<file path="src/rtl/ccd_timing_pkg.sv">
package ccd_timing_pkg;

  // Strobes and levels passed from the sequencing control to the datapath.
  typedef struct packed {
    logic tick;       // last system clock of a master period
    logic mclkHigh;   // master clock high half
    logic frameNew;   // tick on which a new frame begins
    logic frameHead;  // state is in the first master period of a frame
    logic shLevel;    // shift gate level for the current master period
    logic icgLow;     // clear gate asserted for the current master period
    logic pixStart;   // tick after which pixel counting begins
  } ctrlStrobe_t;

endpackage

</file>
<file path="src/rtl/ccdSeqCtrl.sv">
module ccdSeqCtrl
  import ccd_timing_pkg::*;
#(
  parameter int MCLK_DIV = 40,
  parameter int PER_W    = 16,
  parameter int MULT_W   = 8,
  parameter int WID_W    = 8,
  parameter int PIX_W    = 12,
  parameter int MIN_SH_W = 2
) (
  input  logic              clk,
  input  logic              rst,
  input  logic [PER_W-1:0]  cfgShPeriod,
  input  logic [MULT_W-1:0] cfgIcgMult,
  input  logic [WID_W-1:0]  cfgShWidth,
  input  logic [WID_W-1:0]  cfgIcgLead,
  input  logic [WID_W-1:0]  cfgIcgTrail,
  input  logic [1:0]        cfgAdcPhase,
  input  logic [PIX_W-1:0]  cfgPixCount,
  output ctrlStrobe_t       st,
  output logic [1:0]        actPhase,
  output logic [PIX_W-1:0]  actPixCount
);

  localparam int DIV_W = $clog2(MCLK_DIV);
  localparam int HALF  = MCLK_DIV / 2;

  // master clock divider
  logic [DIV_W-1:0] divCnt;
  logic             tick;
  assign tick = (divCnt == DIV_W'(MCLK_DIV - 1));

  always_ff @(posedge clk) begin
    if (rst)       divCnt <= '0;
    else if (tick) divCnt <= '0;
    else           divCnt <= divCnt + 1'b1;
  end

  // clamped values taken at the frame boundary
  logic [WID_W-1:0]  nextWidth, nextLead, nextTrail;
  logic [MULT_W-1:0] nextMult;

  always_comb begin
    nextWidth = (cfgShWidth < WID_W'(MIN_SH_W)) ? WID_W'(MIN_SH_W) : cfgShWidth;
    nextLead  = (cfgIcgLead  == '0) ? WID_W'(1) : cfgIcgLead;
    nextTrail = (cfgIcgTrail == '0) ? WID_W'(1) : cfgIcgTrail;
    nextMult  = (cfgIcgMult  == '0) ? MULT_W'(1) : cfgIcgMult;
  end

  // active frame configuration
  logic [PER_W-1:0]  aShPer;
  logic [MULT_W-1:0] aMult;
  logic [WID_W-1:0]  aWidth, aLead, aTrail;

  // frame position
  logic              running;
  logic [PER_W-1:0]  shCnt;
  logic [MULT_W-1:0] slot;

  logic [PER_W-1:0]  shEnd, icgSpan;
  logic              lastTick, lastSlot, frameEnd, firstSlot;

  assign shEnd     = PER_W'(aLead) + PER_W'(aWidth);
  assign icgSpan   = shEnd + PER_W'(aTrail);
  assign lastTick  = (shCnt == aShPer - PER_W'(1));
  assign lastSlot  = (slot == aMult - MULT_W'(1));
  assign frameEnd  = !running || (lastTick && lastSlot);
  assign firstSlot = (slot == '0);

  always_ff @(posedge clk) begin
    if (rst) begin
      running     <= 1'b0;
      shCnt       <= '0;
      slot        <= '0;
      aShPer      <= '0;
      aMult       <= '0;
      aWidth      <= '0;
      aLead       <= '0;
      aTrail      <= '0;
      actPhase    <= '0;
      actPixCount <= '0;
    end else if (tick) begin
      if (frameEnd) begin
        // configuration only sampled here
        aShPer      <= cfgShPeriod;
        aMult       <= nextMult;
        aWidth      <= nextWidth;
        aLead       <= nextLead;
        aTrail      <= nextTrail;
        actPhase    <= cfgAdcPhase;
        actPixCount <= cfgPixCount;
        running     <= 1'b1;
        shCnt       <= '0;
        slot        <= '0;
      end else if (lastTick) begin
        shCnt <= '0;
        slot  <= slot + 1'b1;
      end else begin
        shCnt <= shCnt + 1'b1;
      end
    end
  end

  logic shOnNow, icgLowNow;
  assign shOnNow   = running && (shCnt >= PER_W'(aLead)) && (shCnt < shEnd);
  assign icgLowNow = running && firstSlot && (shCnt < icgSpan);

  always_comb begin
    st.tick      = tick;
    st.mclkHigh  = (divCnt < DIV_W'(HALF));
    st.frameNew  = tick && frameEnd;
    st.frameHead = running && firstSlot && (shCnt == '0);
    st.shLevel   = shOnNow;
    st.icgLow    = icgLowNow;
    st.pixStart  = tick && !frameEnd && firstSlot && (shCnt == icgSpan - PER_W'(1));
  end


  shcnt_range_chk: assert property (@(posedge clk) disable iff (rst)
    running |-> (shCnt < aShPer));


  frame_restart_chk: assert property (@(posedge clk) disable iff (rst)
    st.frameNew |=> (running && shCnt == '0 && slot == '0));


  sh_inside_icg_chk: assert property (@(posedge clk) disable iff (rst)
    (shOnNow && firstSlot) |-> icgLowNow);


  cfg_hold_chk: assert property (@(posedge clk) disable iff (rst)
    (running && !st.frameNew) |=> $stable(aShPer) && $stable(aMult) && $stable(actPixCount));

endmodule

</file>
<file path="src/rtl/ccdPixelPath.sv">
module ccdPixelPath
  import ccd_timing_pkg::*;
#(
  parameter int PIX_W = 12
) (
  input  logic             clk,
  input  logic             rst,
  input  ctrlStrobe_t      st,
  input  logic [1:0]       actPhase,
  input  logic [PIX_W-1:0] actPixCount,
  output logic             mclkQ,
  output logic             shQ,
  output logic             icgNQ,
  output logic             adcClkQ,
  output logic             pixValidQ,
  output logic             frameStartQ
);

  logic             pixArm;
  logic [1:0]       pixPh;
  logic [PIX_W-1:0] elemCnt;
  logic [1:0]       relPh;

  assign relPh = pixPh - actPhase;

  // pixel group position after the clear gate opens
  always_ff @(posedge clk) begin
    if (rst) begin
      pixArm  <= 1'b0;
      pixPh   <= '0;
      elemCnt <= '0;
    end else if (st.frameNew) begin
      pixArm  <= 1'b0;
      pixPh   <= '0;
      elemCnt <= '0;
    end else if (st.pixStart) begin
      pixArm  <= 1'b1;
      pixPh   <= '0;
      elemCnt <= '0;
    end else if (st.tick && pixArm) begin
      pixPh <= pixPh + 1'b1;
      if (pixPh == 2'd3 && elemCnt < actPixCount)
        elemCnt <= elemCnt + 1'b1;
    end
  end

  // registered outputs, one system clock behind the state
  always_ff @(posedge clk) begin
    if (rst) begin
      mclkQ       <= 1'b0;
      shQ         <= 1'b0;
      icgNQ       <= 1'b1;
      adcClkQ     <= 1'b0;
      pixValidQ   <= 1'b0;
      frameStartQ <= 1'b0;
    end else begin
      mclkQ       <= st.mclkHigh;
      shQ         <= st.shLevel;
      icgNQ       <= !st.icgLow;
      adcClkQ     <= pixArm && (relPh < 2'd2);
      pixValidQ   <= pixArm && (pixPh == actPhase) && (elemCnt < actPixCount);
      frameStartQ <= st.frameHead;
    end
  end


  valid_outside_icg_chk: assert property (@(posedge clk) disable iff (rst)
    pixValidQ |-> icgNQ);


  elem_bound_chk: assert property (@(posedge clk) disable iff (rst)
    elemCnt <= actPixCount);


  icg_fall_frame_chk: assert property (@(posedge clk) disable iff (rst)
    $fell(icgNQ) |-> frameStartQ);


  adc_quiet_chk: assert property (@(posedge clk) disable iff (rst)
    !icgNQ |-> !adcClkQ);

endmodule

</file>
<file path="src/rtl/ccd_timing_gen.sv">
module ccd_timing_gen
  import ccd_timing_pkg::*;
#(
  parameter int MCLK_DIV = 40,
  parameter int PER_W    = 16,
  parameter int MULT_W   = 8,
  parameter int WID_W    = 8,
  parameter int PIX_W    = 12,
  parameter int MIN_SH_W = 2
) (
  input  logic              clk,
  input  logic              rst,
  input  logic [PER_W-1:0]  cfgShPeriod,
  input  logic [MULT_W-1:0] cfgIcgMult,
  input  logic [WID_W-1:0]  cfgShWidth,
  input  logic [WID_W-1:0]  cfgIcgLead,
  input  logic [WID_W-1:0]  cfgIcgTrail,
  input  logic [1:0]        cfgAdcPhase,
  input  logic [PIX_W-1:0]  cfgPixCount,
  output logic              mclk,
  output logic              shGate,
  output logic              icgGateN,
  output logic              adcClk,
  output logic              pixValid,
  output logic              frameStart
);

  ctrlStrobe_t      st;
  logic [1:0]       actPhase;
  logic [PIX_W-1:0] actPixCount;

  ccdSeqCtrl #(
    .MCLK_DIV(MCLK_DIV), .PER_W(PER_W), .MULT_W(MULT_W),
    .WID_W(WID_W), .PIX_W(PIX_W), .MIN_SH_W(MIN_SH_W)
  ) uCtrl (
    .clk(clk), .rst(rst),
    .cfgShPeriod(cfgShPeriod), .cfgIcgMult(cfgIcgMult),
    .cfgShWidth(cfgShWidth), .cfgIcgLead(cfgIcgLead),
    .cfgIcgTrail(cfgIcgTrail), .cfgAdcPhase(cfgAdcPhase),
    .cfgPixCount(cfgPixCount),
    .st(st), .actPhase(actPhase), .actPixCount(actPixCount)
  );

  ccdPixelPath #(.PIX_W(PIX_W)) uPath (
    .clk(clk), .rst(rst), .st(st),
    .actPhase(actPhase), .actPixCount(actPixCount),
    .mclkQ(mclk), .shQ(shGate), .icgNQ(icgGateN),
    .adcClkQ(adcClk), .pixValidQ(pixValid), .frameStartQ(frameStart)
  );

endmodule

</file>
<file path="config.mk">
export PLATFORM = sky130hd
export DESIGN_NAME = ccd_timing_gen
export DESIGN_NICKNAME = d
export VERILOG_FILES = /design/src/rtl/ccd_timing_pkg.sv /design/src/rtl/ccdSeqCtrl.sv /design/src/rtl/ccdPixelPath.sv /design/src/rtl/ccd_timing_gen.sv
export SDC_FILE = /design/constraint.sdc
export NUM_CORES = 1
export LEC_CHECK = 0
export ABC_AREA = 1
export BUFFER_PORTS_ARGS = -buffer_cell sky130_fd_sc_hd__buf_2
export CAP_MARGIN = 10
export CELL_PAD_IN_SITES_DETAIL_PLACEMENT = 1
export CELL_PAD_IN_SITES_GLOBAL_PLACEMENT = 1
export CORE_MARGIN = 5
export CORE_UTILIZATION = 25
export CTS_BUF_LIST = sky130_fd_sc_hd__clkbuf_16
export DETAILED_ROUTE_END_ITERATION = 7
export PLACE_DENSITY_LB_ADDON = 0.1
export SYNTH_ARGS = -nofsm -noshare
export SYNTH_HDL_FRONTEND = slang
export SYNTH_SLANG_ARGS = --single-unit
</file>
<file path="constraint.sdc">
create_clock -name clk -period 10.9 [get_ports clk]
set_input_delay 0.545 -clock clk [delete_from_list [all_inputs] [get_ports clk]]
set_output_delay 0.545 -clock clk [all_outputs]
set_load 0.02 [all_outputs]
</file>
Word-level counts from Yosys, hierarchy flattened
Cells that the tools add are included.
{"block": "classes", "add_sub_neg": 11, "order_cmp": 7, "eq_ne": 6, "mux": 8, "n_reduce_logical": 31}
{"operator": "$mux W8", "n": 6}
{"operator": "$eq A16 B16 Y1", "n": 2}
{"operator": "$logic_not A8 Y1", "n": 4}
{"operator": "$lt A16 B16 Y1", "n": 2}
{"operator": "$mux W16", "n": 2}
{"operator": "$sub A16 B1 Y16 const B", "n": 2}
{"operator": "$add A16 B1 Y16 const B", "n": 1}
{"operator": "$add A16 B8 Y16", "n": 1}
{"operator": "$ge A16 B8 Y1", "n": 1}
{"operator": "$logic_not A16 Y1", "n": 1}
{"operator": "$logic_and A1 B1 Y1", "n": 15}
{"operator": "$add A12 B1 Y12 const B", "n": 1}
{"operator": "$lt A12 B12 Y1", "n": 1}
{"operator": "$add A8 B8 Y9", "n": 1}
{"operator": "$add A8 B1 Y8 const B", "n": 1}
{"operator": "$eq A8 B8 Y1", "n": 1}
{"operator": "$lt A8 B2 Y1 const B", "n": 1}
{"operator": "$sub A8 B1 Y8 const B", "n": 1}
{"operator": "$add A6 B1 Y6 const B", "n": 1}
{"operator": "$eq A6 B6 Y1 const B", "n": 1}
{"operator": "$lt A6 B5 Y1 const B", "n": 1}
{"operator": "$reduce_and A2 Y1", "n": 3}
{"operator": "$reduce_or A2 Y1", "n": 2}
{"operator": "$logic_not A1 Y1", "n": 3}
{"operator": "other kinds (8)", "n": 8}
{"block": "totals", "reg_bits": 114, "in_bits": 64, "output_inout_bits": 6, "word_cells": 83}

Depth between registers and ports, before layout
Gate-level depths: netlist of the first run.
{"block": "logic_depth", "word_depth": 9, "mapped_depth": 30, "ltp_nobuf": 29}

Hierarchy
From an unflattened synthesis of the first run, not the netlist that was laid out.
{"block": "hier_totals", "cells_unflattened": 1359, "area_unflattened_um2": 8514.4}
{"mod": "ccdSeqCtrl", "instances": 1, "cells_per_inst": 1163, "area_per_inst_um2": 7141.8, "seq_area_each_um2": 1861.8}
{"mod": "ccdPixelPath", "instances": 1, "cells_per_inst": 196, "area_per_inst_um2": 1372.6, "seq_area_each_um2": 420.4}

Least setup slack after synthesis of the first run
No wires, ideal clock.
{"block": "synth_path", "kind": "register to register", "start": "register uCtrl.aLead[0]", "end": "register uPath.pixPh[1]", "setup_time_ps": 121, "t_arrival_ps": 3407, "required_time_ps": 10779, "path_slack_ps": 7373, "stages_incl_launch_ff": 27, "path_buffers": 1, "synth_period_minus_slack_ps": 3527, "path_cell_list": "dfxtp_1 ha_1 inv_1 fa_1 nand3b_1 nand2_1 a31o_2 xor2_1 inv_1 ha_1 nand2_1 inv_1 a21oi_1 nand3_1 nand2_4 nand3_2 nor2_4 nand2_2 nand2_1 nand2_1 nor2_2 nand2_1 nor2_2 nand2_2 nand2_4 buf_12 nor2_4"}
{"block": "synth_via", "elab_chain_cells": 6}
{"element": "start, declared", "line": "ccdSeqCtrl.sv:53", "source": "logic [WID_W-1:0] aWidth, aLead, aTrail;"}
{"element": "start signal, assigned", "line": "ccdSeqCtrl.sv:88", "source": "aLead <= nextLead;"}
{"element": "$add A8 B8 Y9", "line": "ccdSeqCtrl.sv:63", "source": "assign shEnd = PER_W'(aLead) + PER_W'(aWidth);"}
{"element": "$add A16 B8 Y16", "line": "ccdSeqCtrl.sv:64", "source": "assign icgSpan = shEnd + PER_W'(aTrail);"}
{"element": "$sub A16 B1 Y16", "line": "ccdSeqCtrl.sv:115", "source": "st.pixStart = tick && !frameEnd && firstSlot && (shCnt == icgSpan - PER_W'(1));"}
{"element": "$eq A16 B16 Y1", "line": "ccdSeqCtrl.sv:115"}
{"element": "$logic_and A1 B1 Y1", "line": "ccdSeqCtrl.sv:115"}
{"element": "$reduce_or A3 Y1 (no line)"}
{"element": "end signal, assigned", "line": "ccdPixelPath.sv:41", "source": "pixPh <= pixPh + 1'b1;"}
{"element": "end, declared", "line": "ccdPixelPath.sv:20", "source": "logic [1:0] pixPh;"}
No other way between the ends.
A chain may end at the register's enable or synchronous reset.

Worst setup path after layout of the first run
{"block": "layout_path", "start": "register uCtrl.aLead[0]", "end": "register uPath.elemCnt[8]"}
{"block": "layout_via", "elab_chain_cells": 6}
{"element": "$add A8 B8 Y9", "line": "ccdSeqCtrl.sv:63"}
{"element": "$add A16 B8 Y16", "line": "ccdSeqCtrl.sv:64"}
{"element": "$sub A16 B1 Y16", "line": "ccdSeqCtrl.sv:115"}
{"element": "$eq A16 B16 Y1", "line": "ccdSeqCtrl.sv:115"}
{"element": "$logic_and A1 B1 Y1", "line": "ccdSeqCtrl.sv:115"}
{"element": "$reduce_or A3 Y1 (no line)"}
{"element": "end signal, assigned", "line": "ccdPixelPath.sv:43", "source": "elemCnt <= elemCnt + 1'b1;"}
{"element": "end, declared", "line": "ccdPixelPath.sv:21", "source": "logic [PIX_W-1:0] elemCnt;"}
No other way between the ends.

==> results of run 1 <==
-- kinds of logic (layout without fill, tap and decap cells) --
kind of cell    Yosys count  after routing  synth area share (%)
fa+ha+maj                66             66                  10.6
compound gates          187            187                  12.6
buf+inv                 199            274                  9.83
flops                   114            114                  28.7
xor+xnor                 53             53                  5.84
simple gates            539            539                  32.3
mux                       1              1                 0.126
-- synth_stat cells, types with 5 or more instances --
cell type / n
clkbuf_1: 15
nand3b_1: 9
o21ai_0: 61
dfxtp_1: 114
buf_2: 9
ha_1: 64
a21oi_1: 101
nor2_1: 104
nor2_4: 16
nand2_2: 16
xnor2_1: 16
nor3_1: 21
nand4_1: 20
nor4_1: 8
nor2_2: 7
inv_1: 162
nand2_4: 5
xor2_1: 37
nand3_1: 88
nand2_1: 231
-- flip-flops by register name, indices dropped and copies added (netlist names), 2 cells and up --
name	cells
uPath.elemCnt	12
uCtrl.aTrail	8
uCtrl.actPixCount	12
uCtrl.slot	8
uCtrl.aShPer	16
uCtrl.actPhase	2
uCtrl.divCnt	6
uCtrl.aWidth	8
uPath.pixPh	2
uCtrl.aMult	8
uCtrl.aLead	8
uCtrl.shCnt	16
-- critical path, cell delays in order, from the launching register on --
cell and delay (ns):
dfxtp_1 0.36, ha_1 0.17, inv_1 0.05, fa_1 0.39, nand3b_1 0.17, nand2_1 0.15, a31o_2 0.18, xor2_1 0.21
inv_1 0.07, ha_1 0.34, nand2_1 0.09, inv_1 0.05, a21oi_1 0.23, nand2_1 0.12, nand2_1 0.07, nand2_1 0.08
nor2_4 0.20, nand3_4 0.12, nand2_1 0.08, nand2_1 0.06, nor2_2 0.09, nand2_1 0.06, nor2_2 0.11, nand2_2 0.11
nand2_4 0.32, nor2_1 0.07
-- routing by layer --
layer / wire length [um] / GRT usage [%]
met1: 13600 / 21.3
met2: 11900 / 24.4
met3: 632 / 2.32
met4: 286 / 3.39
met5: 0 / 0
-- where the power goes --
part	switching, uW	total [uW]	leakage, uW	internal (uW)
clock network	231	592	0.000279	361
registers	0.990	419	0.000919	418
logic	19.1	30.9	0.00286	11.9
total	251	1040	0.00406	791
-- worst max-delay path by stage --
| stage | start | endpoint | cells after the start |
|---|---|---|---|
| after floorplan | uCtrl.aLead[0]$_SDFFE_PP0P_ | uPath.pixPh[1]$_SDFFE_PP0P_ | 26 |
| after global placement | uCtrl.aLead[0]$_SDFFE_PP0P_ | uPath.elemCnt[8]$_SDFFE_PP0P_ | 25 |
| after detailed placement | uCtrl.aLead[0]$_SDFFE_PP0P_ | uPath.elemCnt[8]$_SDFFE_PP0P_ | 25 |
| after CTS | uCtrl.aLead[0]$_SDFFE_PP0P_ | uPath.elemCnt[8]$_SDFFE_PP0P_ | 25 |
| after global routing | uCtrl.aLead[0]$_SDFFE_PP0P_ | uPath.elemCnt[8]$_SDFFE_PP0P_ | 27 |
| final | uCtrl.aLead[0]$_SDFFE_PP0P_ | uPath.elemCnt[8]$_SDFFE_PP0P_ | 25 |
-- cell type report --
cell class | count | area [um^2]
fill | 3930 | 22200
inverter | 170 | 638
tap | 402 | 503
clock inverter | 15 | 180
clock buffer | 17 | 425
sequential | 114 | 2280
timing repair buffer | 72 | 368
multi-input combinational | 846 | 4890
-- stage by stage --
stage | power [uW] | cell area, um^2 | hold slack, ns | util (%)
floorplan | 441 | 7950 | 0.430 | -
global placement | 460 | 8680 | 0.447 | 27.6
detailed placement | 460 | 8680 | 0.456 | 27.6
CTS | 1060 | 9290 | 0.370 | 29.5
global route | 1090 | 9290 | 0.390 | 29.5
finish | 1040 | 9290 | 0.390 | 29.5
==> flow_metrics.tcl, run 1 <==
set metrics [dict create \
    endpoint_kind "register" \
    synth-async-reset-ratio_pct 0 \
    fin_crit_sh_pct 37.6 \
    drv_cap 0 \
    first_pass_iters 4 \
    vias 7462 \
    syn_area_um2 7950 \
    critical_path_required_ns 11.20 \
    regToRegSetupSlack_ns 6.81 \
    yosysTopAreaCellShare_pct 28.7 \
    area_growth_pct 16.8 \
    finalWorstSetupSlack_ns 6.81 \
    skew_ns 0.0162 \
    worstSetupStartpointType "register" \
    cts_resized 0 \
    rsz0062_at_grt "false" \
    initial_core_util_pct 25.3 \
    synth_edf_count 0 \
    drive_above_1_share_pct 13.3 \
    coreArea_um2 31500 \
    r2r_cells 25 \
    clockRootBuffer "clkbuf_16" \
    p_leak_uw 0.00406 \
    fin_crit_ns 4.09 \
    grt_pass1_vias 7710 \
    ys_top_cells_by_area "dfxtp_1 29%, nand2_1 11%, ha_1 10%" \
    hold_buffers 0 \
    synth.avg_cell_area_um2 6.86 \
    report.final.slew_viol_count 0 \
    synth-seq-area-share_pct 28.7 \
    hp-class "in2reg" \
    mostFrequentLayoutCells "231 x nand2_1, 162 x inv_1, 114 x dfxtp_1, 104 x nor2_1, 101 x a21oi_1" \
    synth_cells 1159 \
    place.gp.congestion 0.755 \
    wl_mm 26.4 \
    ys_ff_latch 114 \
    finalSetupViolCount 0 \
    routedWlPerCell_um 16.1 \
    hp-start "cfgShPeriod[13]" \
    yosys.cell_types.count 48 \
    cts_tree "yes" \
    drt_iter0_drc 272 \
    drc 0 \
    vias_per_cell 4.56 \
    antenna_found_initial 0 \
    r2r-start "uCtrl.aLead[0]$_SDFFE_PP0P_" \
    cts.htree.levels 4 \
    worstSetupPathType "reg2reg" \
    hold_depth 3 \
    ys_warn_count 0 \
    status "finished, final reports clean" \
    grt_overflow 0 \
    antenna_cells 0 \
    numCtsBuffers 17 \
    postRouteAntennaNets 0 \
    track_usage_pct 15.1 \
    grt_max_degree 74 \
    postCtsSetupRepairBufs 0 \
    clockBufferDepth 2 \
    row_count 65 \
    peakVddDrop_mv 0.0873 \
    hold_end "uCtrl.aShPer[13]$_SDFFE_PP0P_" \
    place_hpwl_mm 20.8 \
    path_clk_slew_ns 0.06 \
    hold_viol_final 0 \
    clk_latency_ns 0.43 \
    r2r_end "uPath.elemCnt[8]$_SDFFE_PP0P_" \
    ios 70 \
    die-area_um2 35500 \
    stdcell_count 1636 \
    worst_pin_slew_ns 0.875 \
    die_h_um 188 \
    synth_nets 1289 \
    cp.arrival_ns 4.39 \
    dpl.cell_count 1604 \
    cp_max_fo 14 \
    layout_commonest_cell "nand2_1" \
    power.density_nw_per_um2 112 \
    grt_pass1_wl_mm 42.9 \
    die_x_um 188 \
    io_buffers 69 \
    place_ws_ns 6.78 \
    nNetsFinal 1351 \
    cts.sinks 114 \
    setup_tns_ns 0 \
    ys.flop_type "dfxtp_1" \
    slew_headroom_pct 41.5 \
    yosys.area.top_type "dfxtp_1" \
    fmax_ghz 0.244 \
]
Power figures use the tool's default switching activity.
==> inputs of run 2 (changes only) <==
Settings changed: ABC_AREA 1 to 0.
Clock period 10.9 ns to 4.15 ns, I/O delays scaled along.
==> flow_metrics.tcl, run 2 <==
set metrics [dict create \
    clk_latency_ns 0.42 \
    r2r_cells 19 \
    status "finished, violations left" \
    hold_depth 3 \
    die_x_um 184 \
    nNetsFinal 1129 \
    p_int_uw 2030 \
    yosys.cell_types.count 67 \
    slew_headroom_pct 54.9 \
    synth-seq-area-share_pct 30.3 \
    clockRootBuffer "clkbuf_16" \
    grt_overflow 0 \
    ys_warn_count 0 \
    synth_cells 893 \
    total_power_uw 2710 \
    endpoint_kind "register" \
    biggestRegsByFlops "uCtrl.aShPer (16), uCtrl.shCnt (16)" \
    rsz0062_at_grt "true" \
    synth_nets 1023 \
    cts_tree "yes" \
    routedWlPerCell_um 16.6 \
    swShare_pct 25.2 \
    finalWorstSetupSlack_ns -0.164 \
    synth.avg_cell_area_um2 8.43 \
    synth_edf_count 0 \
    synth-async-reset-ratio_pct 0 \
    track_usage_pct 14.1 \
    cts.htree.levels 4 \
    cp_max_fo 7 \
    vias_per_cell 4.75 \
    power.share.clock_pct 56.9 \
    cts.sinks 114 \
    io_buffers 69 \
    path_clk_slew_ns 0.07 \
    drive_above_1_share_pct 20.1 \
    cp.arrival_ns 4.62 \
    yosysTopAreaCellShare_pct 30.3 \
    p_seq_share_pct 40.5 \
    grt_pass1_wl_mm 37.9 \
    drc 0 \
    drt_iter0_drc 229 \
    fmax_ghz 0.232 \
    postRouteAntennaNets 0 \
    hold_slack_ns 0.0182 \
    synth_most_common_cell "nor2_1" \
    ys_top_cells_by_area "dfxtp_1 30%, ha_1 11%, mux2i_1 8.4%" \
    hold_viol_final 0 \
    numCtsBuffers 17 \
    hp-class "in2reg" \
    worstSetupStartpointType "register" \
    place_hpwl_mm 17.7 \
    coreArea_um2 29700 \
    ys_ff_latch 114 \
    p_leak_uw 0.00378 \
    ys.flop_type "dfxtp_1" \
    yosys.area.top_type "dfxtp_1" \
    ios 70 \
    clockBufferDepth 2 \
    area_growth_pct 25.5 \
    die_h_um 184 \
    violations "negative setup slack" \
    syn_area_um2 7530 \
    peakVddDrop_mv 0.219 \
    wl_mm 23.2 \
    worstSetupPathType "reg2reg" \
    report.final.slew_viol_count 0 \
    first_pass_iters 4 \
    skew_ns 0.0150 \
    drv_cap 0 \
    yosys-top-cells-count "118 x nor2_1, 114 x dfxtp_1, 64 x ha_1, 64 x inv_1, 63 x mux2i_1" \
    antenna_found_initial 0 \
    fin_crit_sh_pct 104 \
    finalSetupViolCount 15 \
    vias 6660 \
    antenna_cells 0 \
    fin_crit_ns 4.31 \
    grt_max_degree 47 \
    power.density_nw_per_um2 287 \
    row_count 63 \
    worst_pin_slew_ns 0.677 \
    layout_commonest_cell "nor2_1" \
    combPwrFrac_pct 2.6 \
    switching_power_uw 685 \
    mostFrequentLayoutCells "118 x nor2_1, 112 x dfxtp_1, 69 x buf_2, 63 x mux2i_1, 63 x ha_1" \
    grt_pass1_vias 6919 \
    initial_core_util_pct 25.3 \
    critical_path_required_ns 4.46 \
    die-area_um2 33700 \
    place.gp.congestion 0.779 \
]
[run 2: path summary, 6_finish.rpt]
path                                     from  slack, ns                             to
setup / recovery  uCtrl.aLead[0]$_SDFFE_PP0P_      -0.16  uPath.elemCnt[8]$_SDFFE_PP0P_
hold / removal                 cfgShPeriod[9]       0.02   uCtrl.aShPer[9]$_SDFFE_PP0P_
setup reg to reg  uCtrl.aLead[0]$_SDFFE_PP0P_      -0.16  uPath.elemCnt[8]$_SDFFE_PP0P_
hold reg to reg    uCtrl.divCnt[0]$_SDFF_PP0_       0.44     uCtrl.divCnt[0]$_SDFF_PP0_
[run 2: what timing repair did]
| item | 4_1_cts | 5_1_grt |
|---|---|---|
| gates cloned | 1 | 0 |
| pin swaps | 14 | 13 |
| hold endpoints to repair | 1 | 0 |
| buffers inserted | 7 | 2 |
| hold buffers | 1 | 0 |
| setup endpoints to repair | 15 | 15 |
| gates resized for setup | 16 | 6 |
[run 2: critical path, cell delays in order, from the launching register on]
cell and delay (ns):
dfxtp_2 0.35, ha_4 0.14, inv_2 0.03, fa_2 0.33, nand2b_4 0.15, a21o_1 0.17
nor2b_4 0.13, xnor2_2 0.13, ha_1 0.29, a211o_1 0.35, buf_4 0.15, a2111oi_1 0.35
nand2_1 0.16, a2111oi_4 0.41, mux2i_1 0.26, o311ai_2 0.17, nor4b_4 0.29, buf_6 0.17
buf_12 0.13, nor3_1 0.05
[run 2: logic make-up after synthesis]
logic type / Yosys count / synth area share (%)
AO/OA/AOI/OAI: 149 / 13.7
XOR/XNOR: 79 / 9.19
adder cells (fa/ha/maj): 66 / 11.2
buffers and inverters: 105 / 5.75
flip-flops: 114 / 30.3
multiplexers: 64 / 8.53
AND/OR/NAND/NOR: 316 / 21.3
[run 2: stage by stage]
step / setup WS (ns) / cell area, um^2 / instances / TNS (ns) / util [%]
4_1_cts: -0.257 / 9410 / 1400 / -3.52 / 31.6
5_1_grt: -0.423 / 9450 / 1402 / -6.07 / 31.8
3_3_place_gp: -0.124 / 8660 / 1360 / -1.65 / 29.1
6_report: -0.164 / 9450 / 1402 / -2.25 / 31.8
2_1_floorplan: -0.0541 / 7610 / 893 / -0.535 / -
3_5_place_dp: -0.259 / 8660 / 1360 / -3.70 / 29.1
[run 2: area by class of cell]
class,instances,area (um^2)
fillers,3489,20300
repair buffers,128,860
well taps,390,488
clock buffers,17,425
multi-input cells,674,4980
clock inverters,15,169
flip-flops and latches,114,2280
inverters,64,240
[run 2: metal layers]
metal | part of all wire (%) | vias to the layer above | global-route usage [%]
li1 | - | 3372 | -
met1 | 50 | 3202 | 19.3
met2 | 46 | 71 | 23.0
met3 | 2.6 | 15 | 2.45
met4 | 1.1 | 0 | 3.43
met5 | 0 | - | 0
[run 2: power groups by stage]
| stage | Clock [uW] | Sequential (uW) | Combinational, uW |
|---|---|---|---|
| 6_report | 1540 | 1100 | 70.1 |
| 5_1_grt | 1640 | 1100 | 79.2 |
| 4_1_cts | 1590 | 1100 | 72.4 |
| 3_5_place_dp | 0 | 1120 | 71.0 |
| 3_3_place_gp | 0 | 1120 | 71.3 |
| 2_1_floorplan | 0 | 1120 | 23.2 |
==> inputs of run 3 (changes only) <==
Settings changed: CORE_UTILIZATION 25 to 45, SYNTH_HIERARCHICAL set to 1.
==> flow_metrics.tcl, run 3 <==
set metrics [dict create \
    path_clk_slew_ns 0.06 \
    hold_buffers 0 \
    synth.avg_cell_area_um2 8.05 \
    synth-seq-area-share_pct 29.7 \
    clockBufferDepth 2 \
    hold_slack_ns 0.0361 \
    finalSetupViolCount 16 \
    yosys-top-cells-count "114 x dfxtp_1, 93 x a21oi_1, 79 x o21ai_0, 77 x nand3_1, 64 x ha_1" \
    antenna_found_initial 0 \
    grt_pass1_vias 7793 \
    grt_pass1_wl_mm 39.9 \
    endpoint_kind "register" \
    cts.sinks 114 \
    ys_top_cells_by_area "dfxtp_1 30%, ha_1 10%, a21oi_1 6.1%" \
    row_count 47 \
    numCtsBuffers 17 \
    layout_commonest_cell "dfxtp_1" \
    syn_area_um2 7690 \
    synth-async-reset-ratio_pct 0 \
    switching_power_uw 572 \
    drc 0 \
    cpPeakStageDelay_ns 0.55 \
    power.share.clock_pct 56.4 \
    io_buffers 69 \
    place_ws_ns -0.288 \
    vias 7607 \
    critical_path_required_ns 4.44 \
    rsz0062_at_grt "true" \
    nNetsFinal 1176 \
    multi_input_area_um2 5440 \
    routedWlPerCell_um 20.3 \
    die_h_um 141 \
    antenna_cells 0 \
    final_util_pct 57.7 \
    fillCellCount 1996 \
    first_pass_iters 5 \
    status "finished, violations left" \
    mostFrequentLayoutCells "110 x dfxtp_1, 79 x a21oi_1, 77 x nand3_1, 76 x o21ai_0, 69 x buf_2" \
    worstSetupPathType "reg2reg" \
    peakVddDrop_mv 0.272 \
    worst_pin_slew_ns 0.948 \
    postRouteAntennaNets 0 \
    clockRootBuffer "clkbuf_16" \
    slew_headroom_pct 36.8 \
    grt_max_degree 66 \
    finalWorstSetupSlack_ns -0.248 \
    area_growth_pct 25.3 \
    die-area_um2 19800 \
    yosys.cell_types.count 77 \
    p_seq_share_pct 40.9 \
    skew_ns 0.0105 \
    drv_cap 0 \
    place.gp.congestion 0.857 \
    ys.flop_type "dfxtp_1" \
    clk_latency_ns 0.42 \
    coreArea_um2 16700 \
    fin_crit_ns 4.40 \
    dpl.cell_count 1228 \
    track_usage_pct 24.7 \
    ys_warn_count 6 \
    vias_per_cell 5.95 \
    stdcell_count 1279 \
    grt_overflow 0 \
    total_power_uw 2690 \
    power.density_nw_per_um2 279 \
    die_x_um 141 \
    swShare_pct 21.3 \
    synth_nets 1085 \
    yosys.area.top_type "dfxtp_1" \
    cp_cell_sequence "buf_6, fa_2, a21oi_2, nor2_1, nor2_1, xnor2_1, ha_2, buf_4, inv_2, o21ai_2, and2_4, or4b_4, nor4b_2, a211o_1, a31oi_4, a2111oi_4, or3_4, buf_8, a21oi_2" \
    initial_core_util_pct 46.0 \
    cts.htree.levels 4 \
    ys_ff_latch 114 \
    cp_max_fo 6 \
    biggestRegsByFlops "uCtrl/aShPer (16), uCtrl/shCnt (16)" \
    hp-class "in2reg" \
    combPwrFrac_pct 2.7 \
    cp.arrival_ns 4.69 \
    hold_viol_final 0 \
    drive_above_1_share_pct 23.9 \
    fmax_ghz 0.227 \
    drt_iter0_drc 410 \
    synth_edf_count 0 \
    ff_latch_area_um2 2290 \
    synth_most_common_cell "dfxtp_1" \
    place_hpwl_mm 16.6 \
    ios 70 \
    synth_cells 955 \
    yosysTopAreaCellShare_pct 29.7 \
    critPathSlowestCell "or4b_4" \
    violations "negative setup slack" \
    fin_crit_sh_pct 106 \
    p_int_uw 2120 \
    cts_tree "yes" \
    wl_mm 26.0 \
    report.final.slew_viol_count 0 \
    worstSetupStartpointType "register" \
    p_leak_uw 0.00378 \
]
-- run 3: routing by layer --
layer  wire, um  GRT usage, %  share of wire [%]
met1      11400          30.6                 44
met2      13100          44.0                 50
met3        860          3.69                3.3
met4        638          7.90                2.5
met5          0             0                  0
-- run 3: final timing paths --
| kind | from | end | cells past startpoint | slack (ns) |
|---|---|---|---|---|
| worst max register to register | uCtrl/aWidth[1]$_SDFFE_PP0P_ | uPath/elemCnt[9]$_SDFFE_PP0P_ | 19 | -0.25 |
| worst min register to register | uCtrl/divCnt[0]$_SDFF_PP0_ | uCtrl/divCnt[0]$_SDFF_PP0_ | 1 | 0.46 |
| worst min-delay path | cfgShPeriod[3] | uCtrl/aShPer[3]$_SDFFE_PP0P_ | 3 | 0.04 |
| worst max-delay path | uCtrl/aWidth[1]$_SDFFE_PP0P_ | uPath/elemCnt[9]$_SDFFE_PP0P_ | 19 | -0.25 |
-- run 3: through the flow --
step                area [um^2]  TNS [ns]
floorplan                  7740         0
global placement           8400    -0.490
detailed placement         8400     -3.36
CTS                        9340    -0.152
global route               9640     -5.37
finish                     9640     -3.53
-- run 3: cell families after synthesis --
kind of cell	share of synthesized area, %
simple gates	22.1
compound gates	21.6
flops	29.7
buf+inv	6.22
xor+xnor	8.95
fa+ha+maj	11.1
mux	0.391
-- run 3: cell type report --
class                           instances  share of cell area [%]
Clock buffer                           17                    4.41
Clock inverter                         15                    1.80
Inverter                               53                    2.06
Multi-Input combinational cell        729                    56.4
Sequential cell                       114                    23.8
Tap cell                              220                    2.86
Timing Repair Buffer                  131                    8.69
-- run 3: repair_timing --
item	4_1_cts	5_1_grt
pin swaps	30	27
gates cloned	1	0
setup buffers	11	7
setup endpoints to repair	16	16
resized for setup	50	42
-- run 3: power groups by stage --
stage	clock, uW	combinational (uW)	sequential (uW)
after global routing	1580	78.6	1100
after detailed placement	0	67.6	1120
after global placement	0	66.0	1120
after CTS	1540	71.5	1100
final	1510	72.4	1100
after floorplan	0	23.5	1120
-- run 3: worst max-delay path: cells and delay by family, from the launching register on --
kind | cells | cell delay (ns)
compound gates | 6 | 0.95
xor+xnor | 1 | 0.20
fa+ha+maj | 2 | 0.80
buf+inv | 4 | 0.51
flops | 1 | 0.36
simple gates | 6 | 1.45
